**src/rtl/mvu_pkg.sv**
```systemverilog
`timescale 1ns/1ps
package mvu_pkg;
  localparam logic [2:0] OP_SETALL = 3'd0;
  localparam logic [2:0] OP_CMPGT  = 3'd1;
  localparam logic [2:0] OP_ADDVV  = 3'd2;
  localparam logic [2:0] OP_ADDVS  = 3'd3;
  localparam logic [2:0] OP_MOVV   = 3'd4;
  localparam logic [2:0] OP_MOVS   = 3'd5;
endpackage

```
**src/rtl/mvu_elem_alu.sv**
```systemverilog
`timescale 1ns/1ps
module mvu_elem_alu #(
  parameter int EW = 8
) (
  input  logic [2:0]    op,
  input  logic [EW-1:0] a,
  input  logic [EW-1:0] b,
  input  logic [EW-1:0] s,
  output logic [EW-1:0] res,
  output logic          gt,
  output logic          writes
);
  import mvu_pkg::*;

  always_comb begin
    gt     = (a > s);
    writes = 1'b1;
    case (op)
      OP_ADDVV: res = a + b;
      OP_ADDVS: res = a + s;
      OP_MOVV:  res = a;
      OP_MOVS:  res = s;
      default: begin
        res    = a;
        writes = 1'b0;
      end
    endcase
  end
endmodule

```
**src/rtl/mvu_first_set.sv**
```systemverilog
`timescale 1ns/1ps
module mvu_first_set #(
  parameter int N  = 8,
  localparam int IW = $clog2(N)
) (
  input  logic [N-1:0]  pend,
  output logic [N-1:0]  onehot,
  output logic [IW-1:0] idx,
  output logic          any
);
  logic [N:0] seen;
  assign seen[0] = 1'b0;

  for (genvar i = 0; i < N; i++) begin : g_scan
    assign onehot[i]  = pend[i] & ~seen[i];
    assign seen[i+1]  = seen[i] | pend[i];
  end

  assign any = seen[N];

  always_comb begin
    idx = '0;
    for (int i = 0; i < N; i++) begin
      if (onehot[i]) idx = IW'(i);
    end
  end
endmodule

```
**src/rtl/mvu_vrf.sv**
```systemverilog
`timescale 1ns/1ps
module mvu_vrf #(
  parameter int NREG  = 4,
  parameter int NELEM = 8,
  parameter int EW    = 8,
  localparam int RW = $clog2(NREG),
  localparam int IW = $clog2(NELEM)
) (
  input  logic                clk,
  input  logic                rst_n,
  input  logic                we,
  input  logic [RW-1:0]       wreg,
  input  logic [IW-1:0]       widx,
  input  logic [EW-1:0]       wdata,
  input  logic [RW-1:0]       ra_reg,
  input  logic [RW-1:0]       rb_reg,
  input  logic [IW-1:0]       r_idx,
  output logic [EW-1:0]       ra_data,
  output logic [EW-1:0]       rb_data,
  input  logic [RW-1:0]       rv_reg,
  output logic [NELEM*EW-1:0] rv_data
);
  logic [EW-1:0] mem [NREG][NELEM];

  always_ff @(posedge clk) begin
    if (!rst_n) begin
      for (int r = 0; r < NREG; r++)
        for (int e = 0; e < NELEM; e++)
          mem[r][e] <= '0;
    end else if (we) begin
      mem[wreg][widx] <= wdata;
    end
  end

  assign ra_data = mem[ra_reg][r_idx];
  assign rb_data = mem[rb_reg][r_idx];

  always_comb begin
    for (int e = 0; e < NELEM; e++)
      rv_data[e*EW +: EW] = mem[rv_reg][e];
  end
endmodule

```
**src/rtl/masked_vec_unit.sv**
```systemverilog
`timescale 1ns/1ps
module masked_vec_unit #(
  parameter int NREG  = 4,
  parameter int NELEM = 8,
  parameter int EW    = 8,
  localparam int RW  = $clog2(NREG),
  localparam int IW  = $clog2(NELEM),
  localparam int VLW = $clog2(NELEM + 1)
) (
  input  logic                clk,
  input  logic                rst_n,
  input  logic                cmd_valid,
  output logic                cmd_ready,
  input  logic [2:0]          cmd_op,
  input  logic [RW-1:0]       cmd_vd,
  input  logic [RW-1:0]       cmd_vs1,
  input  logic [RW-1:0]       cmd_vs2,
  input  logic [EW-1:0]       cmd_scalar,
  input  logic [VLW-1:0]      cmd_vl,
  input  logic                dense_mode,
  output logic                done,
  output logic [NELEM-1:0]    mask_out,
  input  logic [RW-1:0]       rd_sel,
  output logic [NELEM*EW-1:0] rd_vec
);
  import mvu_pkg::*;

  logic             busy_q, done_q;
  logic [2:0]       op_q;
  logic [RW-1:0]    vd_q, vs1_q, vs2_q;
  logic [EW-1:0]    scal_q;
  logic [NELEM-1:0] pend_q, wen_q, mask_q;
  logic [VLW-1:0]   vl_q, cyc_q;

  logic             accept;
  logic [VLW-1:0]   vl_eff;
  logic [NELEM-1:0] vl_bits, pend_init, wen_init;

  assign cmd_ready = ~busy_q;
  assign accept    = cmd_valid & ~busy_q;
  assign vl_eff    = (cmd_vl > VLW'(NELEM)) ? VLW'(NELEM) : cmd_vl;

  always_comb begin
    for (int i = 0; i < NELEM; i++)
      vl_bits[i] = (VLW'(i) < vl_eff);
  end

  // Work list and write enables captured at acceptance
  always_comb begin
    case (cmd_op)
      OP_SETALL: begin
        pend_init = '0;
        wen_init  = '0;
      end
      OP_CMPGT: begin
        pend_init = vl_bits;
        wen_init  = '1;
      end
      default: begin
        wen_init  = mask_q & vl_bits;
        pend_init = dense_mode ? (mask_q & vl_bits) : vl_bits;
      end
    endcase
  end

  // Element selection
  logic [NELEM-1:0] cur_oh, pend_nxt;
  logic [IW-1:0]    cur_idx;
  logic             cur_any, last;

  mvu_first_set #(.N(NELEM)) u_pick (
    .pend   (pend_q),
    .onehot (cur_oh),
    .idx    (cur_idx),
    .any    (cur_any)
  );

  assign pend_nxt = pend_q & ~cur_oh;
  assign last     = busy_q & (pend_nxt == '0);

  // Datapath
  logic [EW-1:0] a_elem, b_elem, res;
  logic          gt, alu_writes, rf_we;

  mvu_elem_alu #(.EW(EW)) u_alu (
    .op     (op_q),
    .a      (a_elem),
    .b      (b_elem),
    .s      (scal_q),
    .res    (res),
    .gt     (gt),
    .writes (alu_writes)
  );

  assign rf_we = busy_q & cur_any & (op_q != OP_CMPGT) & (op_q != OP_SETALL)
               & wen_q[cur_idx] & alu_writes;

  mvu_vrf #(.NREG(NREG), .NELEM(NELEM), .EW(EW)) u_vrf (
    .clk     (clk),
    .rst_n   (rst_n),
    .we      (rf_we),
    .wreg    (vd_q),
    .widx    (cur_idx),
    .wdata   (res),
    .ra_reg  (vs1_q),
    .rb_reg  (vs2_q),
    .r_idx   (cur_idx),
    .ra_data (a_elem),
    .rb_data (b_elem),
    .rv_reg  (rd_sel),
    .rv_data (rd_vec)
  );

  // Control
  always_ff @(posedge clk) begin
    if (!rst_n) begin
      busy_q <= 1'b0;
      done_q <= 1'b0;
      op_q   <= OP_SETALL;
      vd_q   <= '0;
      vs1_q  <= '0;
      vs2_q  <= '0;
      scal_q <= '0;
      pend_q <= '0;
      wen_q  <= '0;
      mask_q <= '0;
      vl_q   <= '0;
      cyc_q  <= '0;
    end else begin
      done_q <= 1'b0;
      if (accept) begin
        busy_q <= 1'b1;
        op_q   <= cmd_op;
        vd_q   <= cmd_vd;
        vs1_q  <= cmd_vs1;
        vs2_q  <= cmd_vs2;
        scal_q <= cmd_scalar;
        vl_q   <= vl_eff;
        pend_q <= pend_init;
        wen_q  <= wen_init;
        cyc_q  <= '0;
      end else if (busy_q) begin
        pend_q <= pend_nxt;
        cyc_q  <= cyc_q + 1'b1;
        if (op_q == OP_SETALL) mask_q <= '1;
        if (op_q == OP_CMPGT && cur_any) mask_q[cur_idx] <= gt;
        if (last) begin
          busy_q <= 1'b0;
          done_q <= 1'b1;
        end
      end
    end
  end

  assign done     = done_q;
  assign mask_out = mask_q;

  // Checks
  assert_ready_drop_R1: assert property (@(posedge clk) disable iff (!rst_n)
    (cmd_valid && cmd_ready) |=> !cmd_ready);

  assert_done_pulse_R1: assert property (@(posedge clk) disable iff (!rst_n)
    done |=> !done);

  assert_setall_R2: assert property (@(posedge clk) disable iff (!rst_n)
    (busy_q && op_q == OP_SETALL) |=> (mask_out == '1));

  assert_mask_kept_R5: assert property (@(posedge clk) disable iff (!rst_n)
    (busy_q && op_q >= OP_ADDVV) |=> $stable(mask_out));

  assert_vl_bound_R6: assert property (@(posedge clk) disable iff (!rst_n)
    rf_we |-> (VLW'(cur_idx) < vl_q));

  assert_cycle_bound_R7: assert property (@(posedge clk) disable iff (!rst_n)
    done_q |-> (cyc_q <= ((vl_q == '0) ? VLW'(1) : vl_q)));

  assert_single_pick_R8: assert property (@(posedge clk) disable iff (!rst_n)
    busy_q |-> $onehot0(cur_oh));
endmodule

```
**config.mk**
```make
export PLATFORM = sky130hd
export DESIGN_NAME = masked_vec_unit
export DESIGN_NICKNAME = d
export VERILOG_FILES = /design/src/rtl/mvu_pkg.sv /design/src/rtl/mvu_elem_alu.sv /design/src/rtl/mvu_first_set.sv /design/src/rtl/mvu_vrf.sv /design/src/rtl/masked_vec_unit.sv
export SDC_FILE = /design/constraint.sdc
export NUM_CORES = 1
export LEC_CHECK = 0
export BUFFER_PORTS_ARGS = -buffer_cell sky130_fd_sc_hd__buf_2
export CAP_MARGIN = 5
export CORE_UTILIZATION = 50
export DETAILED_ROUTE_END_ITERATION = 6
export GPL_TIMING_DRIVEN = 0
export PLACE_DENSITY = 0.74
export SYNTH_ARGS = -nofsm -noshare
export SYNTH_HDL_FRONTEND = slang
export SYNTH_SLANG_ARGS = --single-unit
```
**constraint.sdc**
```tcl
create_clock -name clk -period 4.1 [get_ports clk]
set_input_delay 0.82 -clock clk [delete_from_list [all_inputs] [get_ports clk]]
set_output_delay 0.82 -clock clk [all_outputs]
set_load 0.005 [all_outputs]
```
==> impl_metrics.ini, run 1 <==
[status]
status = finished with violations
violations = setup timing

[routing]
drtIter0Drc = 2533
drtPass1Iterations = 6
wl_um = 73600
vias = 15200
viasPerCell = 7.18
wl_met3_um = 11800
met1_length_um = 23100
drc = 0
antenna_left = 0
wl_per_cell_um = 34.7
wl_met2_um = 31700
highest_layer = met5

[global_route]
grt_pass1_vias = 14100
gr-usage-all-layers = 0.408
gr-total-overflow = 0
antenna_found_initial = 5
grt_max_degree = 14
grt_pass1_wl_um = 101000

[place]
dp.cells = 1958
dp_hpwl_um = 48900
port_buffers = 97
place_congestion = 1.07

[final_layout]
final_common_cell = edfxtp_1
finalNetCount = 1683
syn2layout_area_growth_pct = 26.1
fin_cells = 2122
mostFrequentLayoutCells = edfxtp_1, nor2_1, mux4_2, nand2_1, buf_2
drive_gt1_frac = 0.395

[power]
p_per_area_nw_per_um2 = 467
p_leak_nw = 7.89
ir_drop_mv = 0.346

[critical_path]
cp-start-kind = flip-flop
cp.required_ps = 4420
cp_data_arrival_time_ps = 4640
path_max_fanout = 10
critPathCaptureType = flip-flop
crit_type = flip-flop to flip-flop

[clock_network]
root_buffer = clkbuf_16
cts-htree-levels = 2
clk_path_buf_depth = 3
cts.sinks = 303
path_clk_slew_ps = 70
holdBufCountCts = 0
cts_tree = done
clk_latency_ps = 570
cts_buffers = 35

[sta]
slew_headroom = 0.131
post-route-period-util = 1.05
period_needed_ps = 4320
drv_slew = 0
setup_viol = 118
timing.setup.tns_ps = -15690
fmax_mhz = 231
hold_violations = 0
worst_pin_slew_ps = 1290
worst_slack_ps = -222
rsz0062_at_grt = true
skew_ps = 30.6

[floorplanning]
die_h_um = 189
start_util = 0.508
io_pins = 101
die_area_um2 = 35900
core-area_um2 = 34500
die_x_um = 189
num_rows = 68

[synth]
synthTopCellsByArea = edfxtp_1, mux4_2, nor2_1, dfxtp_1, nand2_1
synth_area_um2 = 17600
ys_warn_count = 0
synth_area_leader_cell = edfxtp_1
synth_edf_count = 256
muxShareOfSynthArea = 0.246
syn_nets = 1447
synth-simple-area-share = 0.126
synth_top_family_by_area = multiplexers
synth_flop_cell = edfxtp_1
syn_avg_cell_area_um2 = 12.5
yosys.area_share.adder = 0.0124
synth_compound_area_frac = 0.0832
synth_xor_area_frac = 0.00392
syn_inst = 1404
ys_seq_area_frac = 0.491
async_reset_ff_frac = 0
synth_top_area_frac = 0.438
synth.distinct_cells = 74
ys_ff_latch = 303

[job]
maxCapViolations = 0

[hold_path]
worstHoldPathType = flip-flop to flip-flop
cell usage after synthesis (all sizes together) (2+ instances only):
master,instances
nor2,275
edfxtp,256
mux4,178
nand2,153
a21oi,89
buf,73
dfxtp,47
clkbuf,43
mux2i,31
nand3,26
o21ai,26
o22ai,26
inv,17
ha,15
o211ai,14
a221oi,12
and3,12
a211oi,9
a22oi,9
a31oi,6
nor3,6
and2,5
nor2b,5
nor4,5
a21o,4
nor3b,4
o21a,4
o221ai,4
xnor2,4
nand2b,3
nand3b,3
o41ai,3
or3,3
xor2,3
a211o,2
a311o,2
a311oi,2
a32oi,2
nand4,2
nor4b,2
o21bai,2
or4,2
power by group:
part	internal (mW)	switching (mW)
registers	3.46	0.111
logic	1.41	2.16
clock network	1.87	1.34
total	6.73	3.61
sequential cells by signal, indices dropped and copies added (netlist names), named ones only:
name       flops
busy_q         1
u_vrf.mem    256
done           1
vs1_q          2
vs2_q          2
vd_q           2
scal_q         8
pend_q         8
op_q           3
wen_q          8
mask_out       8
cell type report:
cell class | count | area (µm²)
antenna | 4 | 10.0
buffer | 111 | 1120
clock buffer | 47 | 1010
clock inverter | 13 | 143
fill | 2580 | 12400
inverter | 18 | 67.6
multi-input combinational | 967 | 9000
sequential | 303 | 8630
tap | 455 | 569
timing repair buffer | 204 | 1600
critical path, cell delays in order, from the launching register on:
cell and delay [ps]:
dfxtp_1 320, buf_6 190, buf_6 200, clkbuf_4 300, buf_2 370, a21oi_2 190, o41ai_4 440, ha_1 300
a21o_1 170, a21oi_2 170, o21bai_1 110, a21oi_2 240, xor2_1 220, nor2_2 80, a221oi_4 230, buf_12 180
buf_12 130, clkbuf_16 170, nor2_1 40
cells by family after synthesis:
kind of cell	after synthesis
buffers and inverters	134
flip-flops	303
AND/OR/NAND/NOR	509
XOR/XNOR	7
AO/OA/AOI/OAI	225
multiplexers	209
adder cells (fa/ha/maj)	17
final timing paths:
kind	from	endpoint	slack, ps	depth (start not counted)
worst max register to register	flip-flop	u_vrf.mem[0][5]	-220	18
worst min register to register	vs1_q[1]	flip-flop	470	2
worst min-delay path	vs1_q[1]	flip-flop	470	2
worst max-delay path	flip-flop	u_vrf.mem[0][5]	-220	18
layer usage:
layer,global-route usage,vias to the layer above
met4,0.310,2
met2,0.588,1534
met3,0.144,398
met1,0.503,7394
li1,-,5902
met5,0.0179,-
through the flow:
stage / area, µm² / utilization / worst slack [ps] / hold WS [ps] / power, mW
5_1_grt: 22100 / 0.641 / -320 / 502 / 10.5
3_5_place_dp: 18600 / 0.540 / -2040 / 458 / 5.97
6_report: 22200 / 0.641 / -222 / 466 / 10.3
3_3_place_gp: 18600 / 0.540 / -1990 / 455 / 5.96
4_1_cts: 21200 / 0.614 / -183 / 472 / 9.77
2_1_floorplan: 17600 / - / -19.8 / 436 / 4.95
repair_timing:
item / CTS / global route
endpoints found under the hold margin: 0 / 0
gates resized for setup: 203 / 143
setup endpoints to repair: 274 / 226
setup buffers: 48 / 47
cloned: 5 / 7
pin swaps: 17 / 30
No activity file was read; power rests on OpenSTA's default activity.
==> run 2, diff against run 1 <==
- PLACE_DENSITY: 0.74 -> 0.75
==> run 2 against run 1 <==
The flow still finishes with violations (setup timing). Sequential cell count did not move. Count of clock-buffer cells in the layout down 6. Worst hold slack worse by 9.4 ps. Via count is 1.9% lower. Register-to-register slack about the same. Clock power shrank 5%. Critical path type unchanged. Largest cell class unchanged.
==> impl_metrics.ini, run 2 (synthesized netlist as in run 1, its figures left out) <==
[status]
status = finished with violations
violations = setup timing

[routing]
vias = 14900
viasPerCell = 7.10
antenna_left = 0
drc = 0
wl_um = 72300
drtPass1Iterations = 7
drtIter0Drc = 2496
wl_per_cell_um = 34.3

[clock_network]
clk_latency_ps = 550
clk_path_buf_depth = 3
cts_tree = done
path_clk_slew_ps = 60
root_buffer = clkbuf_16
cts.sinks = 303
cts-htree-levels = 2
cts_buffers = 36

[critical_path]
rr_worst_depth = 17
crit_slowest_cell = mux2i_1
reg2reg_to = u_vrf.mem[2][23]
r2r_setup_slack_ps = -210
worstPathCellList = buf_8 > buf_12 > buf_16 > mux2i_1 > a22oi_1 > a21oi_2 > o41ai_2 > ha_1 > a21oi_2 > o21bai_2 > a21oi_2 > o2bb2ai_2 > xnor2_2 > mux2i_4 > buf_12 > buf_8 > a21oi_4
cp_slowest_stage_delay_ps = 490
path_max_fanout = 9
crit_top_cell = a21oi_2
cp-start-kind = flip-flop
cp_data_arrival_time_ps = 4580
crit_type = flip-flop to flip-flop
critPathCaptureType = flip-flop
cp.required_ps = 4370

[floorplanning]
die_x_um = 189
die_h_um = 189
num_rows = 68
io_pins = 101
die_area_um2 = 35900
core-area_um2 = 34500
start_util = 0.508

[global_route]
gr-total-overflow = 0
gr-usage-all-layers = 0.400
grt_pass1_wl_um = 99400
grt_pass1_vias = 14200
antenna_found_initial = 2
grt_max_degree = 14

[place]
place_congestion = 1.06
port_buffers = 97
dp_hpwl_um = 48300

[final_layout]
syn2layout_area_growth_pct = 25.1
regMostFlops = u_vrf.mem
largest_reg_flops = 256
mostFrequentLayoutCells = edfxtp_1, nor2_1, mux4_2, nand2_1, buf_2
finalNetCount = 1669
drive_gt1_frac = 0.397
final_common_cell = edfxtp_1

[power]
sw_frac_of_total = 0.350
internal_power_mw = 6.47
ir_drop_mv = 0.350
seq_power_share = 0.359
p_leak_nw = 7.78
p_per_area_nw_per_um2 = 453
pwr-share-clk = 0.307
power_switching_mw = 3.48
total_power_mw = 9.95
power_frac_comb = 0.334

[sta]
worst_pin_slew_ps = 1190
holdWs_ps = 456
drv_slew = 0
post-route-period-util = 1.05
worst_slack_ps = -208
slew_headroom = 0.208
period_needed_ps = 4310
rsz0062_at_grt = true
skew_ps = 27.6
hold_violations = 0
setup_viol = 97
fmax_mhz = 232

[job]
maxCapViolations = 0

[hold_path]
worstHoldPathType = flip-flop to flip-flop
hold_path_depth = 2
min_from = vs1_q[0]
## run 2: changes by cell type in the layout (fill, tap and decap cells not counted), sizes merged
cell           delta
buf              -19
bufinv            -1
clkbuf            -3
clkdlybuf4s15     +1
clkinv            +6
clkinvlp          -1
diode             -1
inv               +2
## run 2: per-layer routing
metal	routed length (µm)	vias up	global-route usage
met5	0	-	0.00275
met4	6020	0	0.253
met3	11100	339	0.147
met2	31700	1344	0.596
met1	23500	7384	0.493
li1	-	5879	-
## run 2: power groups by stage
stage / clock, mW / combinational (mW) / sequential, mW
6_report: 3.06 / 3.32 / 3.57
5_1_grt: 3.15 / 3.35 / 3.58
4_1_cts: 3.03 / 2.82 / 3.56
3_5_place_dp: 0 / 2.33 / 3.62
3_3_place_gp: 0 / 2.32 / 3.60
2_1_floorplan: 0 / 1.38 / 3.57
## run 2: final cells by class
type | instances | area (µm²)
well taps | 455 | 569
inverters | 18 | 67.6
plain buffers | 112 | 1190
clock inverters | 19 | 140
clock buffers | 41 | 951
fillers | 2582 | 12600
multi-input cells | 967 | 9050
diodes | 3 | 7.51
flip-flops and latches | 303 | 8640
repair buffers | 188 | 1350
## run 2: what timing repair did
| item | 4_1_cts | 5_1_grt |
|---|---|---|
| buffers inserted | 62 | 20 |
| endpoints found under the setup margin | 281 | 242 |
| pin swaps | 31 | 21 |
| cloned | 2 | 6 |
| hold buffers | 0 | 0 |
| gates resized for setup | 239 | 116 |
## run 2: worst max-delay path by stage
stage | startpoint | to | slack (ps) | cells past startpoint
after floorplan | flip-flop | u_vrf.mem[1][22] | -20 | 20
after global placement | flip-flop | u_vrf.mem[1][54] | -1940 | 18
after detailed placement | flip-flop | u_vrf.mem[1][46] | -1970 | 19
after CTS | flip-flop | u_vrf.mem[3][63] | -50 | 19
after global routing | flip-flop | u_vrf.mem[2][23] | -270 | 17
final | flip-flop | u_vrf.mem[2][23] | -210 | 17
## run 2: worst max-delay path, delay by kind of cell, from the launching register on
family / cells / cell delay, ps
AOI/OAI and AO/OA: 8 / 1410
buffers and inverters: 5 / 870
muxes: 2 / 860
adders and majority gates: 1 / 350
DFF: 1 / 340
xor gates and xnor gates: 1 / 160
## run 2: per-stage QoR
step           utilization  instances  instance area [µm²]  setup slack [ps]  TNS, ps
2_1_floorplan            -       1404                17600             -19.8     -435
3_3_place_gp         0.540       1956                18600             -1940  -359260
3_5_place_dp         0.540       1956                18600             -1970  -370570
4_1_cts              0.615       2078                21300             -54.4    -1310
5_1_grt              0.636       2104                22000              -267   -19720
6_report             0.636       2106                22000              -208   -15360
==> run 3, diff against run 2 <==
- CTS_BUF_LIST: unset -> sky130_fd_sc_hd__clkbuf_4
==> run 3 against run 2 <==
The run still ends with setup timing left. Utilization increased by 0.53 points. Largest cell class unchanged. Fmax increased by 0.94%. Design area increased by 0.84%.
==> impl_metrics.ini, run 3 (synthesized netlist as in run 1, its figures left out) <==
[status]
status = finished with violations
violations = setup timing

[place]
dp.cells = 1956
place_congestion = 1.06
port_buffers = 97
dp_hpwl_um = 48300
placed_area_um2 = 18600

[final_layout]
fin_cells = 2220
final_common_cell = edfxtp_1
regMostFlops = u_vrf.mem
drive_gt1_frac = 0.419
final_cell_area_um2 = 22200
largest_reg_flops = 256
fillers = 2603
syn2layout_area_growth_pct = 26.1
mostFrequentLayoutCells = edfxtp_1, nor2_1, mux4_2, nand2_1, clkbuf_4
finalNetCount = 1747

[global_route]
grt_pass1_vias = 14300
grt_pass1_wl_um = 97600
gr-total-overflow = 0
antenna_found_initial = 3
grt_max_degree = 13
gr-usage-all-layers = 0.394

[power]
p_per_area_nw_per_um2 = 436
p_leak_nw = 8.07
total_power_mw = 9.65
ir_drop_mv = 0.260

[clock_network]
clk_path_buf_depth = 3
cts_tree = done
holdBufCountCts = 0
cts-htree-levels = 3
clk_latency_ps = 840
root_buffer = clkbuf_4
cts.sinks = 303
path_clk_slew_ps = 70
cts_buffers = 84

[routing]
viasPerCell = 6.93
drtIter0Drc = 2596
wl_per_cell_um = 32.5
wl_um = 72200
drc = 0
drtPass1Iterations = 7
vias = 15400
antenna_left = 0

[critical_path]
cp_data_arrival_time_ps = 4830
cp.required_ps = 4660
cp-start-kind = flip-flop
startpoint = pend_q[3]
reg2reg_from = pend_q[3]
path_max_fanout = 10
critPathCaptureType = flip-flop
crit_type = flip-flop to flip-flop

[floorplanning]
core-area_um2 = 34500
start_util = 0.508
die_area_um2 = 35900
die_h_um = 189
io_pins = 101
die_x_um = 189
num_rows = 68

[sta]
rsz0062_at_grt = true
holdWs_ps = 297
hold_violations = 0
post-route-period-util = 1.04
worst_pin_slew_ps = 1210
fmax_mhz = 234
setup_viol = 80
slew_headroom = 0.192
timing.setup.tns_ps = -6630
skew_ps = 91.9
worst_slack_ps = -168
drv_slew = 0
period_needed_ps = 4270

[hold_path]
min_from = cmd_vd[0]
worstHoldPathType = primary input to flip-flop

[job]
maxCapViolations = 0
-- run 3: cell types whose count changed in the layout (fill, tap and decap cells not counted), moves of 12 or more --
cell / change
clkbuf_4: +109
clkbuf_16: -35
clkinv_1: +12
buf_4: +29
nor2_1: +18
-- run 3: where the power goes --
part / internal [mW] / switching, mW / leakage, nW / total [mW]
Combinational: 1.34 / 2.00 / 4.43 / 3.34
Clock: 1.37 / 1.38 / 0.614 / 2.75
Sequential: 3.45 / 0.111 / 3.03 / 3.56
-- run 3: metal layers --
layer  vias to the layer above  GRT usage  wire length (µm)
li1                       6088          -                 -
met1                      7482      0.492             23600
met2                      1435      0.582             31400
met3                       368      0.131             10900
met4                         2      0.271              6250
met5                         -          0                15
-- run 3: worst paths after layout --
kind	endpoint	slack (ps)	depth (start not counted)
hold reg to reg	flip-flop	450	2
setup reg to reg	u_vrf.mem[0][30]	-170	21
hold / removal	vd_q[0]	300	3
setup / recovery	u_vrf.mem[0][30]	-170	21
-- run 3: cell type report --
class | count | area, µm² | share of cell area
Antenna cell | 2 | 5.00 | 0.000226
Inverter | 18 | 71.3 | 0.00322
Sequential cell | 303 | 8640 | 0.390
Clock buffer | 116 | 871 | 0.0393
Tap cell | 455 | 569 | 0.0257
Clock inverter | 29 | 151 | 0.00683
Timing Repair Buffer | 217 | 1650 | 0.0745
Multi-Input combinational cell | 967 | 8990 | 0.406
Buffer | 113 | 1210 | 0.0545
-- run 3: worst max-delay path: stages, from the launching register on --
cell       delay (ps)
dfxtp_4           350
buf_12            130
or4_4             550
nor2_4            140
nand2_4            70
clkbuf_16         180
nor2_4            160
nor2_4             80
o221ai_2          100
o41ai_4           100
buf_4             160
fa_2              390
a21o_1            220
a21oi_4           200
o21bai_1          130
a21oi_2           160
xor2_1            150
nor2_1             80
a221oi_4          230
buf_12            200
buf_12            160
nor2_1             60
-- run 3: timing repair --
action,CTS,global route
resized for setup,170,189
cloned,2,6
endpoints found under the setup margin,279,308
endpoints found under the hold margin,0,0
setup buffers,36,76
pin swaps,16,34
-- run 3: stage by stage --
stage	worst slack (ps)	util
CTS	-256	0.599
finish	-168	0.641
detailed placement	-1970	0.540
global placement	-1940	0.540
global route	-229	0.641
floorplan	-19.8	-
